File: src/rtl/rst_seq_pkg.sv
package rst_seq_pkg;

  typedef enum logic [2:0] {
    ST_PWR   = 3'd0,
    ST_POR   = 3'd1,
    ST_HOLD  = 3'd2,
    ST_IDLE  = 3'd3,
    ST_DRIVE = 3'd4,
    ST_GAP   = 3'd5
  } seqState_t;

  typedef struct packed {
    logic cntClr;
    logic cntEn;
    logic latchFlags;
    logic clrFlags;
  } seqStrobe_t;

  localparam logic [1:0] VEC_NORMAL = 2'b00;
  localparam logic [1:0] VEC_CLKMON = 2'b01;
  localparam logic [1:0] VEC_WDOG   = 2'b10;

  localparam int SYNC_STAGES = 2;

endpackage

File: src/rtl/rst_seq_datapath.sv
module rst_seq_datapath
  import rst_seq_pkg::*;
#(
  parameter int CNT_W = 12
) (
  input  logic             clk,
  input  logic             porN,
  input  logic             pinIn,
  input  logic             wdogFlag,
  input  logic             clkFailFlag,
  input  seqStrobe_t       strobe,
  output logic [CNT_W-1:0] cnt,
  output logic             pinSync,
  output logic [1:0]       vecSel
);

  logic [SYNC_STAGES-1:0] syncChain;
  logic                   wdogSeen;
  logic                   clkFailSeen;

  // Two-flop synchronizer on the pin readback
  always_ff @(posedge clk or negedge porN) begin
    if (!porN) syncChain <= '0;
    else       syncChain <= {syncChain[SYNC_STAGES-2:0], pinIn};
  end
  assign pinSync = syncChain[SYNC_STAGES-1];

  // Shared window counter
  always_ff @(posedge clk or negedge porN) begin
    if (!porN)              cnt <= '0;
    else if (strobe.cntClr) cnt <= '0;
    else if (strobe.cntEn)  cnt <= cnt + CNT_W'(1);
  end

  // Source latches: captured at sequence start, dropped on release or external verdict
  always_ff @(posedge clk or negedge porN) begin
    if (!porN) begin
      wdogSeen    <= 1'b0;
      clkFailSeen <= 1'b0;
    end else if (strobe.clrFlags) begin
      wdogSeen    <= 1'b0;
      clkFailSeen <= 1'b0;
    end else if (strobe.latchFlags) begin
      wdogSeen    <= wdogFlag;
      clkFailSeen <= clkFailFlag;
    end
  end

  always_comb begin
    if (clkFailSeen)   vecSel = VEC_CLKMON;
    else if (wdogSeen) vecSel = VEC_WDOG;
    else               vecSel = VEC_NORMAL;
  end

  // the unused code never reaches the core
  a_r8_no_code3: assert property (@(posedge clk) disable iff (!porN)
    vecSel != 2'b11);

  // a latch request never coincides with a clear request
  a_r9_strobe_excl: assert property (@(posedge clk) disable iff (!porN)
    !(strobe.latchFlags && strobe.clrFlags));

endmodule

File: src/rtl/rst_seq_ctrl.sv
module rst_seq_ctrl
  import rst_seq_pkg::*;
#(
  parameter int POR_CYCLES   = 4064,
  parameter int DRIVE_CYCLES = 4,
  parameter int GAP_TOTAL    = 4,
  parameter int CNT_W        = 12
) (
  input  logic             clk,
  input  logic             porN,
  input  logic             oscReady,
  input  logic             pinSync,
  input  logic             wdogFlag,
  input  logic             clkFailFlag,
  input  logic [CNT_W-1:0] cnt,
  output seqStrobe_t       strobe,
  output logic             coreRst,
  output logic             pinDriveLow
);

  localparam logic [CNT_W-1:0] PorLast   = CNT_W'(POR_CYCLES - 1);
  localparam logic [CNT_W-1:0] DriveLast = CNT_W'(DRIVE_CYCLES - 1);
  localparam logic [CNT_W-1:0] GapLast   = CNT_W'(GAP_TOTAL - 1);

  seqState_t state;
  seqState_t stateNext;

  always_ff @(posedge clk or negedge porN) begin
    if (!porN) state <= ST_PWR;
    else       state <= stateNext;
  end

  always_comb begin
    stateNext = state;
    strobe    = '0;
    unique case (state)
      ST_PWR: begin
        if (oscReady) begin
          stateNext     = ST_POR;
          strobe.cntClr = 1'b1;
        end
      end
      ST_POR: begin
        strobe.cntEn = 1'b1;
        if (cnt == PorLast) begin
          if (pinSync) begin
            stateNext       = ST_IDLE;
            strobe.clrFlags = 1'b1;
          end else begin
            stateNext = ST_HOLD;
          end
        end
      end
      ST_HOLD: begin
        if (pinSync) begin
          stateNext       = ST_IDLE;
          strobe.clrFlags = 1'b1;
        end
      end
      ST_IDLE: begin
        if (!pinSync || wdogFlag || clkFailFlag) begin
          stateNext         = ST_DRIVE;
          strobe.cntClr     = 1'b1;
          strobe.latchFlags = 1'b1;
        end
      end
      ST_DRIVE: begin
        strobe.cntEn = 1'b1;
        if (cnt == DriveLast) begin
          stateNext     = ST_GAP;
          strobe.cntClr = 1'b1;
        end
      end
      ST_GAP: begin
        strobe.cntEn = 1'b1;
        if (cnt == GapLast) begin
          // High readback: internal cause, release next cycle.
          // Low readback: board is holding the pin, treat as external.
          stateNext       = pinSync ? ST_IDLE : ST_HOLD;
          strobe.clrFlags = 1'b1;
        end
      end
      default: stateNext = ST_PWR;
    endcase
  end

  assign coreRst     = (state != ST_IDLE);
  assign pinDriveLow = (state == ST_DRIVE);

  // the core only leaves reset after a high synchronized readback
  a_r6_release_on_high: assert property (@(posedge clk) disable iff (!porN)
    $fell(coreRst) |-> $past(pinSync));

  // the pin is only pulled while the core is held
  a_r5_drive_in_reset: assert property (@(posedge clk) disable iff (!porN)
    pinDriveLow |-> coreRst);

  // a finished drive window is always followed by the sample wait, still in reset
  a_r6_gap_follows: assert property (@(posedge clk) disable iff (!porN)
    $fell(pinDriveLow) |-> coreRst);

endmodule

File: src/rtl/rst_seq_top.sv
module rst_seq_top
  import rst_seq_pkg::*;
#(
  parameter int POR_CYCLES   = 4064,
  parameter int DRIVE_CYCLES = 4,
  parameter int SAMPLE_GAP   = 2
) (
  input  logic       clk,
  input  logic       porN,
  input  logic       oscReady,
  input  logic       pinIn,
  input  logic       wdogFlag,
  input  logic       clkFailFlag,
  output logic       coreRst,
  output logic       pinDriveLow,
  output logic [1:0] vecSel
);

  localparam int GapTotal = SAMPLE_GAP + SYNC_STAGES;
  localparam int MaxCnt   = (POR_CYCLES > DRIVE_CYCLES) ?
                            ((POR_CYCLES > GapTotal) ? POR_CYCLES : GapTotal) :
                            ((DRIVE_CYCLES > GapTotal) ? DRIVE_CYCLES : GapTotal);
  localparam int CntW     = $clog2(MaxCnt + 1);

  seqStrobe_t        strobe;
  logic [CntW-1:0]   cnt;
  logic              pinSync;

  rst_seq_ctrl #(
    .POR_CYCLES  (POR_CYCLES),
    .DRIVE_CYCLES(DRIVE_CYCLES),
    .GAP_TOTAL   (GapTotal),
    .CNT_W       (CntW)
  ) u_ctrl (
    .clk        (clk),
    .porN       (porN),
    .oscReady   (oscReady),
    .pinSync    (pinSync),
    .wdogFlag   (wdogFlag),
    .clkFailFlag(clkFailFlag),
    .cnt        (cnt),
    .strobe     (strobe),
    .coreRst    (coreRst),
    .pinDriveLow(pinDriveLow)
  );

  rst_seq_datapath #(
    .CNT_W(CntW)
  ) u_dp (
    .clk        (clk),
    .porN       (porN),
    .pinIn      (pinIn),
    .wdogFlag   (wdogFlag),
    .clkFailFlag(clkFailFlag),
    .strobe     (strobe),
    .cnt        (cnt),
    .pinSync    (pinSync),
    .vecSel     (vecSel)
  );

  // outside reset the core sees the normal vector
  a_r9_idle_vec: assert property (@(posedge clk) disable iff (!porN)
    !coreRst |-> vecSel == VEC_NORMAL);

  // the vector does not move while the pin is being pulled
  a_r9_vec_stable_drive: assert property (@(posedge clk) disable iff (!porN)
    (pinDriveLow && $past(pinDriveLow)) |-> $stable(vecSel));

endmodule

File: config.mk
export PLATFORM = sky130hd
export DESIGN_NAME = rst_seq_top
export DESIGN_NICKNAME = d
export VERILOG_FILES = /design/src/rtl/rst_seq_pkg.sv /design/src/rtl/rst_seq_datapath.sv /design/src/rtl/rst_seq_ctrl.sv /design/src/rtl/rst_seq_top.sv
export SDC_FILE = /design/constraint.sdc
export NUM_CORES = 1
export LEC_CHECK = 0
export BUFFER_PORTS_ARGS = -buffer_cell sky130_fd_sc_hd__buf_2
export CORE_UTILIZATION = 50
export DETAILED_ROUTE_END_ITERATION = 8
export PLACE_DENSITY_LB_ADDON = 0.15
export SETUP_SLACK_MARGIN = 0.15
export SYNTH_ARGS = -nofsm -noshare
export SYNTH_HDL_FRONTEND = slang
export SYNTH_SLANG_ARGS = --single-unit
File: constraint.sdc
create_clock -name clk -period 5.5 [get_ports clk]
set_input_delay 0.55 -clock clk [delete_from_list [all_inputs] [get_ports clk]]
set_output_delay 0.55 -clock clk [all_outputs]
set_load 0.03 [all_outputs]
; ---- Word level (Yosys, flattened, before mapping)
; Index checks and enable logic that the tools add are counted.
[classes]
add_sub_neg = 1
n_eq_ne = 14
n_mux = 25
reduce_logical = 8
[op_table]
columns = cell, count
row1 = $mux 12, 2
row2 = $mux 3, 6
row3 = $pmux 3 s6, 1
row4 = $add 12x1->12 const B, 1
row5 = $eq 12x12->1 const B, 1
row6 = $eq 12x2->1 const B, 1
row7 = $mux 1, 12
row8 = $ne 2x1->1 const B, 5
row9 = $eq 3x2->1 const B, 2
row10 = $eq 3x3->1 const B, 2
row11 = $pmux 1 s3, 2
row12 = $reduce_and 6->1, 1
row13 = $mux 2, 2
row14 = $reduce_bool 2->1, 2
row15 = $eq 3x1->1 const B, 1
row16 = $logic_not 3->1, 1
row17 = $ne 3x2->1 const B, 1
row18 = $reduce_or 3->1, 1
row19 = $logic_or 1x1->1, 2
row20 = $ne 2x2->1 const B, 1
row21 = $logic_not 1->1, 1
[word_totals]
regBits = 19
input_bits = 6
output_inout_bits = 4
wordCells = 53

; ---- Depth between registers and ports, before layout
[depth]
depth_word = 7
depth_mapped = 6
depth_no_buf = 5

; ---- Modules after synthesis
; From an unflattened synthesis, not the netlist that was laid out.
[unflattened]
cells_unflattened = 114
area_unflattened_um2 = 1096.1
[by_module_without_submodules]
columns = mod, n_inst, cells_per_inst, area_each_um2, seq_area_each_um2
row1 = rst_seq_datapath, 1, 67, 729.4, 400.4
row2 = rst_seq_ctrl, 1, 47, 366.6, 75.1

; ---- Least setup slack after synthesis
; OpenSTA, ideal clock, no wires.
[synth_path]
path_type = register to register
startpoint = register u_dp.cnt[0]
endpoint = register u_dp.cnt[3]
setup_ns = 0.119
arrival_ns = 1.824
t_required_ns = 5.381
path_slack_ns = 3.557
stages_incl_launch_ff = 7
n_path_buf = 1
period_less_slack_ns = 1.943
cell_sequence = dfrtp_1 -> ha_1 -> or4b_4 -> or3_1 -> o211ai_2 -> buf_6 -> nor2_2
[synth_between]
elab_chain_cells = 4
word_cells_on_any_way = 7
classes_between = add/sub (1) / eq/ne (1) / mux (4) / reduce/logical (1)
[synth_rtl]
columns = element, line
row1 = from (decl), rst_seq_datapath.sv:12  ; output logic [CNT_W-1:0] cnt,
row2 = from (signal assigned), rst_seq_datapath.sv:32  ; else if (strobe.cntEn) cnt <= cnt + CNT_W'(1);
row3 = branches (longest 4 deep; another with $add 12x1->12), -
; Parallel ways; which one is timed is not known. The select of a mux whose other input is x is not followed.
; A chain may end at the register's enable or synchronous reset.

; ---- Final worst setup path
[layout_path]
startpoint = register u_dp.cnt[0]
endpoint = register u_dp.cnt[2]
; Same word-level chain as after synthesis.

==> reports/qor.csv <==
stage,metric,value,unit
outcome,outcome,finished clean,
setup_path,Setup CP Type,register to register,
detailed_routing,via count,860,
clock_tree,CTS sink count,19,
final_layout,antenna cells,0,
logic_synthesis,post-synth net total,126,
clock_tree,clock latency at the later pin of the worst-skew pair,290,ps
detailed_routing,drt pass-1 iters,4,
die,die extent in y,49.3,um
clock_tree,clk slew on worst S/H paths,100,ps
detailed_routing,Post-Route WL,1920,um
grt,vias in the first global route,774,
detailed_routing,WL/cell,12.6,um
final_layout,share of cells above drive strength 1,0.216,
logic_synthesis,Synth top area share,0.426,
die,std cell rows,16,
power_and_ir_drop,Pwr per Cell Area,420,nW/um^2
logic_synthesis,asr flop ratio synth,1.00,
final_layout,most frequent cells in the layout,"dfrtp_1, nor2_2, xnor2_1, buf_2",
place,GPL Wtd Cong,0.765,
power_and_ir_drop,Worst IR Drop VDD,277,uV
sta,Clock Skew,3.27,ps
setup_path,Setup crit end kind,register,
power_and_ir_drop,NetSw,0.208,mW
logic_synthesis,Cells after Synth,119,
setup_path,CP arrival,2490,ps
logic_synthesis,post-synth top area cell,dfrtp_1,
logic_synthesis,Post-synth top flop,dfrtp_1,
setup_path,Reg2Reg Setup Slack,3170,ps
detailed_routing,Via density,5.66,
sta,Hold Fails Final Rpt,0,
place,detailed-placement wirelength estimate,1420,um
sta,Final Critical Period,2330,ps
detailed_routing,post-route ant nets,0,
sta,final slew viol count,0,
final_layout,Filler Cell Count,184,
logic_synthesis,Synth Register Bits,19,
clock_tree,"Setup Fix Bufs, Post-CTS",0,
die,I/O Pins,10,
power_and_ir_drop,Seq pwr share,0.427,
die,core footprint,2020,sq um
power_and_ir_drop,clock share of power,0.137,
logic_synthesis,yosys synthesis warning count,0,
grt,Total GRT Usage,0.194,
setup_path,CP startpoint kind,register,
clock_tree,CTS tree,done,
setup_path,R2R Path Start,u_dp.cnt[0],
logic_synthesis,synthesized area per cell,9.39,sq um
logic_synthesis,number of flops mapped to enable cells by yosys,0,
place,count of input and output buffers,9,
sta,RSZ-0062 raised after global routing,no,
final_layout,nets,133,
final_layout,final core utilization,0.582,
detailed_routing,DRT iter0 DRCs,10,
sta,Worst Tran Pin Value,946,ps
setup_path,largest fanout on the critical path,12,
sta,Max Freq,428,MHz
clock_tree,Post-CTS Hold Buffers,0,
setup_path,CP required,5660,ps
grt,GR Overflow Total,0,
die,die area,2430,sq um
logic_synthesis,Yosys cell types,40,
clock_tree,Resize count post-CTS,0,
grt,initial antenna violation count,0,
logic_synthesis,mapped cell area,1120,sq um
logic_synthesis,Area contributors post-synth,"dfrtp_1, xnor2_1, nor2_2",
clock_tree,Max Buffers Root-to-Sink,2,
sta,final setup vio count,0,
power_and_ir_drop,Int Power,0.286,mW
final_layout,synthesis-to-layout area growth,5.38,%
clock_tree,CTS buffer count,3,
die,die width,49.3,um
setup_path,worst-case reg-to-reg path depth,5,
die,Starting Density,0.553,
grt,first-pass GRT wire length,3470,um
grt,pin count of the biggest net entering global routing,20,
logic_synthesis,"Seq/Total Area, Yosys",0.426,
sta,Max-Slew Margin vs Limit,0.368,
setup_path,FF-to-FF End,u_dp.cnt[2],
sta,Final Cycle Share,0.424,
detailed_routing,Residual DRC,0,
clock_tree,clock root cell,clkbuf_4,
power_and_ir_drop,leak pwr,0.504,nW
power_and_ir_drop,Switching Fraction,0.422,
power_and_ir_drop,Combinational Power Share,0.436,
sta,Total Neg Setup Slack,0,ps
clock_tree,H-Tree Depth,1,
final_layout,"commonest non-fill, non-tap cell in the layout",dfrtp_1,
sta,final hold slack,170,ps
place,Post-Place Setup Slack,3150,ps
hold_path,worst min-delay path class,input pin to async pin,
sta,setup ws final,3170,ps
flow_run,MaxCap Viol Count,0,
power by group through the flow:
| stage | Sequential [mW] | Combinational, mW | Clock [mW] |
|---|---|---|---|
| floorplan | 0.190 | 0.211 | 0 |
| global placement | 0.212 | 0.211 | 0 |
| detailed placement | 0.214 | 0.216 | 0 |
| CTS | 0.211 | 0.218 | 0.0720 |
| global route | 0.220 | 0.238 | 0.0793 |
| finish | 0.211 | 0.215 | 0.0676 |
synthesized netlist by cell type (2+ instances only):
| cell | number |
|---|---|
| dfrtp_1 | 19 |
| nor2_2 | 10 |
| xnor2_1 | 10 |
| inv_1 | 8 |
| nand2_1 | 8 |
| nor2_1 | 6 |
| nor3_1 | 6 |
| nand3_1 | 4 |
| nand4_1 | 4 |
| nor4_1 | 4 |
| clkbuf_1 | 3 |
| nand2b_1 | 3 |
| a22o_1 | 2 |
| a31oi_1 | 2 |
| and3_1 | 2 |
| buf_6 | 2 |
| o31ai_1 | 2 |
| or3_1 | 2 |
area by class of cell:
class                   count  area [sq um]  share of cell area
clock buffers               3          22.5              0.0191
clock inverters             1          5.00             0.00425
inverters                   8          30.0              0.0255
multi-input cells          85           566               0.480
flip-flops and latches     19           475               0.404
well taps                  27          33.8              0.0287
repair buffers              9          45.0              0.0383
worst max path at each step:
stage                  end         from  depth (start not counted)
2_1_floorplan  u_dp.cnt[3]  u_dp.cnt[0]                          6
3_3_place_gp   u_dp.cnt[1]  u_dp.cnt[0]                          5
3_5_place_dp   u_dp.cnt[1]  u_dp.cnt[0]                          5
4_1_cts        u_dp.cnt[1]  u_dp.cnt[0]                          5
5_1_grt        u_dp.cnt[2]  u_dp.cnt[0]                          5
6_report       u_dp.cnt[2]  u_dp.cnt[0]                          5
sequential cells by signal (all words and copies together), names as in the netlist:
name / flops
u_dp.syncChain: 2
u_dp.clkFailSeen: 1
u_dp.cnt: 12
u_dp.wdogSeen: 1
u_ctrl.state: 3
worst max-delay path, stage by stage (launching register included):
cell and delay [ps]:
dfrtp_1 390, ha_1 220, or4b_4 490, or3_1 390
o211ai_2 600, nor2_1 110
stage by stage:
step / instance area (sq um) / cells / power (mW)
final: 1180 / 152 / 0.494
after CTS: 1180 / 152 / 0.501
after global placement: 1150 / 148 / 0.424
after detailed placement: 1150 / 148 / 0.430
after global routing: 1180 / 152 / 0.538
after floorplan: 1120 / 119 / 0.401
logic make-up after synthesis:
logic type	Yosys count	synth area share
flip-flops	19	0.426
adder cells (fa/ha/maj)	1	0.0112
multiplexers	1	0.00896
AND/OR/NAND/NOR	57	0.295
AO/OA/AOI/OAI	15	0.105
buffers and inverters	15	0.0683
XOR/XNOR	11	0.0862
metal layers:
| metal | track usage | routed length (um) | vias up | part of all wire |
|---|---|---|---|---|
| met4 | 0.0882 | 38 | 0 | 0.020 |
| met5 | 0 | 0 | - | 0 |
| met1 | 0.246 | 934 | 405 | 0.49 |
| li1 | - | - | 432 | - |
| met2 | 0.297 | 848 | 18 | 0.44 |
| met3 | 0.0654 | 95 | 5 | 0.050 |
Note: power is estimated with default switching activity, not from simulation.
